File: config.mk
export PLATFORM = sky130hd
export DESIGN_NAME = mux_bus_mem_target
export DESIGN_NICKNAME = d
export VERILOG_FILES = /design/src/rtl/mbt_pkg.sv /design/src/rtl/mbt_seq.sv /design/src/rtl/mbt_word_ram.sv /design/src/rtl/mbt_bus_stage.sv /design/src/rtl/mux_bus_mem_target.sv
export SDC_FILE = /design/constraint.sdc
export NUM_CORES = 1
export LEC_CHECK = 0
export BUFFER_PORTS_ARGS = -buffer_cell sky130_fd_sc_hd__buf_2
export CAP_MARGIN = 15
export CORE_MARGIN = 5
export CORE_UTILIZATION = 45
export CTS_CLUSTER_DIAMETER = 200
export DETAILED_ROUTE_END_ITERATION = 7
export GPL_ROUTABILITY_DRIVEN = 0
export PLACE_DENSITY = 0.62
export REMOVE_ABC_BUFFERS = 1
export SYNTH_ARGS = -nofsm -noshare
export SYNTH_HDL_FRONTEND = slang
export SYNTH_SLANG_ARGS = --single-unit
File: constraint.sdc
create_clock -name clk -period 8.85 [get_ports clk]
set_input_delay 0.4425 -clock clk [delete_from_list [all_inputs] [get_ports clk]]
set_output_delay 0.4425 -clock clk [all_outputs]
set_load 0.05 [all_outputs]
File: src/rtl/mbt_pkg.sv
`timescale 1ns/1ps
package mbt_pkg;

  // Bus-side phases of one transaction.
  typedef enum logic [2:0] {
    ST_IDLE   = 3'd0,
    ST_WAIT   = 3'd1,  // storage access window of a read
    ST_RD_LO  = 3'd2,  // low beat on the bus
    ST_RD_HI  = 3'd3,  // high beat on the bus
    ST_WR_LO  = 3'd4,  // initiator drives low data half
    ST_WR_HI  = 3'd5,  // initiator drives high data half
    ST_WR_ACK = 3'd6   // completion cycle of a write
  } mbt_state_e;

endpackage

File: src/rtl/mbt_seq.sv
`timescale 1ns/1ps
// Transaction sequencer. ACCESS_CYC must be at least 2, so that the
// storage read data settles before the first beat is loaded.
module mbt_seq
  import mbt_pkg::*;
#(
  parameter int ACCESS_CYC = 5
) (
  input  logic       clk,
  input  logic       rst,
  input  logic       req,
  input  logic       cmd_wr,
  output mbt_state_e state,
  output mbt_state_e state_nx,
  output logic       accept
);

  localparam int CW = $clog2(ACCESS_CYC + 1);
  localparam logic [CW-1:0] LAST_WAIT = CW'(ACCESS_CYC - 1);

  logic [CW-1:0] wait_cnt;

  always_comb begin
    state_nx = state;
    accept   = 1'b0;
    unique case (state)
      ST_IDLE: begin
        if (req) begin
          accept   = 1'b1;
          state_nx = cmd_wr ? ST_WR_LO : ST_WAIT;
        end
      end
      ST_WAIT:   if (wait_cnt == LAST_WAIT) state_nx = ST_RD_LO;
      ST_RD_LO:  state_nx = ST_RD_HI;
      ST_RD_HI:  state_nx = ST_IDLE;
      ST_WR_LO:  state_nx = ST_WR_HI;
      ST_WR_HI:  state_nx = ST_WR_ACK;
      ST_WR_ACK: state_nx = ST_IDLE;
      default:   state_nx = ST_IDLE;
    endcase
  end

  always_ff @(posedge clk) begin
    if (rst) begin
      state    <= ST_IDLE;
      wait_cnt <= '0;
    end else begin
      state <= state_nx;
      if (state == ST_WAIT) wait_cnt <= wait_cnt + 1'b1;
      else                  wait_cnt <= '0;
    end
  end

endmodule

File: src/rtl/mbt_word_ram.sv
`timescale 1ns/1ps
// Single-port synchronous word store, read-first, no reset on the array.
module mbt_word_ram #(
  parameter int WORD_W = 64,
  parameter int DEPTH  = 16,
  parameter int IDX_W  = $clog2(DEPTH)
) (
  input  logic              clk,
  input  logic              en,
  input  logic              we,
  input  logic [IDX_W-1:0]  idx,
  input  logic [WORD_W-1:0] wdata,
  output logic [WORD_W-1:0] rdata
);

  logic [WORD_W-1:0] mem [DEPTH];

  always_ff @(posedge clk) begin
    if (en) begin
      if (we) mem[idx] <= wdata;
      rdata <= mem[idx];
    end
  end

endmodule

File: src/rtl/mbt_bus_stage.sv
`timescale 1ns/1ps
// Registered bus-facing outputs, loaded from the sequencer's next state.
module mbt_bus_stage
  import mbt_pkg::*;
#(
  parameter int BUS_W  = 32,
  parameter int WORD_W = 2 * BUS_W
) (
  input  logic              clk,
  input  logic              rst,
  input  mbt_state_e        state_nx,
  input  logic [WORD_W-1:0] word,
  output logic [BUS_W-1:0]  ad_out,
  output logic              ad_oe,
  output logic              rd_valid,
  output logic              done,
  output logic              busy
);

  logic beat_lo, beat_hi;

  always_comb begin
    beat_lo = (state_nx == ST_RD_LO);
    beat_hi = (state_nx == ST_RD_HI);
  end

  always_ff @(posedge clk) begin
    if (rst) begin
      ad_out   <= '0;
      ad_oe    <= 1'b0;
      rd_valid <= 1'b0;
      done     <= 1'b0;
      busy     <= 1'b0;
    end else begin
      busy     <= (state_nx != ST_IDLE);
      rd_valid <= beat_lo | beat_hi;
      ad_oe    <= beat_lo | beat_hi;
      done     <= beat_hi | (state_nx == ST_WR_ACK);
      if (beat_lo)      ad_out <= word[BUS_W-1:0];
      else if (beat_hi) ad_out <= word[WORD_W-1:BUS_W];
      else              ad_out <= '0;
    end
  end

endmodule

File: src/rtl/mux_bus_mem_target.sv
`timescale 1ns/1ps
module mux_bus_mem_target
  import mbt_pkg::*;
#(
  parameter int BUS_W      = 32,
  parameter int DEPTH      = 16,
  parameter int ACCESS_CYC = 5
) (
  input  logic             clk,
  input  logic             rst,
  input  logic             req,
  input  logic             cmd_wr,
  input  logic [BUS_W-1:0] ad_in,
  output logic [BUS_W-1:0] ad_out,
  output logic             ad_oe,
  output logic             rd_valid,
  output logic             done,
  output logic             busy
);

  localparam int WORD_W  = 2 * BUS_W;
  localparam int IDX_W   = $clog2(DEPTH);
  localparam int BYTE_SH = $clog2(WORD_W / 8);

  mbt_state_e state, state_nx;
  logic accept;

  logic [IDX_W-1:0]  idx_q;
  logic [BUS_W-1:0]  lo_q;
  logic [WORD_W-1:0] rd_word;
  logic              ram_en, ram_we;

  mbt_seq #(.ACCESS_CYC(ACCESS_CYC)) u_seq (
    .clk      (clk),
    .rst      (rst),
    .req      (req),
    .cmd_wr   (cmd_wr),
    .state    (state),
    .state_nx (state_nx),
    .accept   (accept)
  );

  // Address and low write half are captured off the shared lines.
  always_ff @(posedge clk) begin
    if (rst) begin
      idx_q <= '0;
      lo_q  <= '0;
    end else begin
      if (accept)             idx_q <= ad_in[BYTE_SH +: IDX_W];
      if (state == ST_WR_LO)  lo_q  <= ad_in;
    end
  end

  always_comb begin
    ram_en = (state == ST_WAIT) || (state == ST_WR_HI);
    ram_we = (state == ST_WR_HI);
  end

  mbt_word_ram #(.WORD_W(WORD_W), .DEPTH(DEPTH), .IDX_W(IDX_W)) u_ram (
    .clk   (clk),
    .en    (ram_en),
    .we    (ram_we),
    .idx   (idx_q),
    .wdata ({ad_in, lo_q}),
    .rdata (rd_word)
  );

  mbt_bus_stage #(.BUS_W(BUS_W), .WORD_W(WORD_W)) u_bus (
    .clk      (clk),
    .rst      (rst),
    .state_nx (state_nx),
    .word     (rd_word),
    .ad_out   (ad_out),
    .ad_oe    (ad_oe),
    .rd_valid (rd_valid),
    .done     (done),
    .busy     (busy)
  );

endmodule

==> out/qor.txt <==
Status: complete, no violations
Worst EP arrival: 4.53 ns
Crit Path Max Fanout: 59
Hold Slack: 0.126 ns
Count of final max-slew check failures: 0
Non-Filler Instances: 3,471
H-tree depth: 3
Crit path required time: 9.28 ns
Vias: 20,600
Max VDD drop: 0.163 mV
Initial antenna violation count: 5
Fin nets: 2,144
Largest net degree at the start of global routing: 114
Ys async rst share: 0
Worst slack, placed: 4.59 ns
Synth Flop Type: edfxtp_1
Layout Area Growth over Synthesis: 12.8%
Clock Tree Buf Depth: 3
Vias in the first global route: 21,200
Max-cap violation count: 0
Commonest non-fill, non-tap cell in the layout: edfxtp_1
Sequential share of the synthesized area: 0.793
Relative slew slack: 0.184
Io pins: 72
Post-layout min period: 4.10 ns
PortBufs: 71
Dpl cells: 3,255
Distinct cells, synth: 39
Via density: 5.93
RSZ-0062 raised after global routing: false
Clock transition at path regs: 0.06 ns
Crit Path Class: flop to flop
Post-CTS setup repair buffer count: 0
Routed Antenna Nets: 0
Total power: 11.5 mW
Worst-Skew Late Latency: 0.70 ns
#FFs+latches synth: 1,165
Final Hold Fails: 0
Worst setup margin: 4.75 ns
CTS Sinks: 1,165
Area of the mapped netlist: 43,100 um^2
Total track usage: 0.192
Pwr Density: 237 nW/um^2
Post-CTS Resized: 0
Max Used Layer: met5
Post-Syn Area per Cell: 21.6 um^2
Worst Tran Pin Value: 1.22 ns
Met1 wire length: 41,100 um
Total wire length: 97,900 um
Critical Path Source Type: flop
CTS tree: done
LEAKAGE: 15.2 nW
CP Capture Type: flop
Die footprint: 102,000 um^2
Gr ovfl total: 0
Final Core Density: 0.512
Row Count: 113
DR WL/cell: 28.2 um
Clock root buffer: clkbuf_16
DIE HEIGHT: 320 um
Worst hold path class: input port to flop
Final Setup Violations: 0
First-pass iteration count of the detailed router: 5
Ranking of synthesized cells by area: edfxtp_1, mux4_2, dfxtp_1
Fmax: 0.244 GHz
Layout cells sized above 1: 0.255
Drt drc: 0
TritonCTS buffer count: 113
Length of routed met2 wiring: 48,000 um
Cts hold-fix bufs: 0
Area leader, netlist: edfxtp_1
Global-route wire length before repair: 145,000 um
Die Width: 320 um
Initial Util: 0.454
Share of the synthesized area in the top cell type: 0.757
Most frequent cells in the layout: edfxtp_1, mux4_2, nand2_1
Core Area: 95,000 um^2
Detail Placement HPWL: 46,800 um
Max Clock Skew: 0.0400 ns
Met3 WL: 7160 um
Crit share post-route: 0.463
EDFF count, synth: 1,088
Mapped Cells: 1,995
Yosys warnings: 0
DR iter-0 viols: 2,257
==> cell usage after synthesis (all sizes together) (5+ instances only) <==
library cell and instances:
clkbuf 72, o21ai 33, edfxtp 1088, nand3 32, nor3 5, buf 47
a21oi 68, nand2 131, nor2 20, dfxtp 77, a22oi 128, mux4 256
==> worst paths after layout <==
check,start,end,slack (ns),depth (start not counted)
worst min-delay path,ad_in[18],lo_q[18],0.13,3
worst max-delay path,idx_q[1],u_ram.rdata[21],4.75,6
worst min register to register,u_seq.wait_cnt[0],u_seq.wait_cnt[0],0.48,1
worst max register to register,idx_q[1],u_ram.rdata[21],4.75,6
==> where the power goes <==
group,total (mW),internal (mW),switching [mW]
Sequential,6.16,6.10,0.0678
Combinational,0.653,0.252,0.401
Clock,4.73,2.71,2.02
==> metrics by stage <==
step | setup TNS [ns] | instance area, um^2
after floorplan | -4938.71 | 42500
after global placement | 0 | 44900
after detailed placement | 0 | 44900
after CTS | 0 | 48600
after global routing | 0 | 48700
final | 0 | 48700
==> routing by layer <==
metal  vias to the layer above  global-route usage
met5                         -                   0
met4                         2              0.0459
li1                       8536                   -
met1                     11100               0.275
met2                       770               0.310
met3                       118              0.0348
==> cell families after synthesis <==
logic type	synth area share
mux	0.135
fa+ha+maj	0.000580
flops	0.793
compound gates	0.0353
simple gates	0.0213
buf+inv	0.0149
xor+xnor	0.000203
==> worst max-delay path, cell delays in order (launching register included) <==
cell     delay, ns
dfxtp_4       0.54
buf_4         0.77
buf_4         0.85
buf_4         0.82
mux4_2        0.42
a22oi_1       0.26
nand2_1       0.08
==> registers in the layout, summed over array words and instances (netlist names) <==
register	count
u_bus.ad_out	32
u_ram.mem	1024
u_bus.busy	1
lo_q	32
u_bus.ad_oe	1
idx_q	4
u_seq.wait_cnt	3
u_seq.state	3
u_bus.done	1
u_ram.rdata	64
==> final cells by class <==
cell class / count / area [um^2]
well taps: 1265 / 1580
diodes: 1 / 2.50
multi-input cells: 707 / 8440
clock inverters: 49 / 500
fillers: 7452 / 46300
repair buffers: 115 / 718
clock buffers: 165 / 3190
flip-flops and latches: 1165 / 34200
inverters: 4 / 16.3
(Power assumes the default switching activity.)
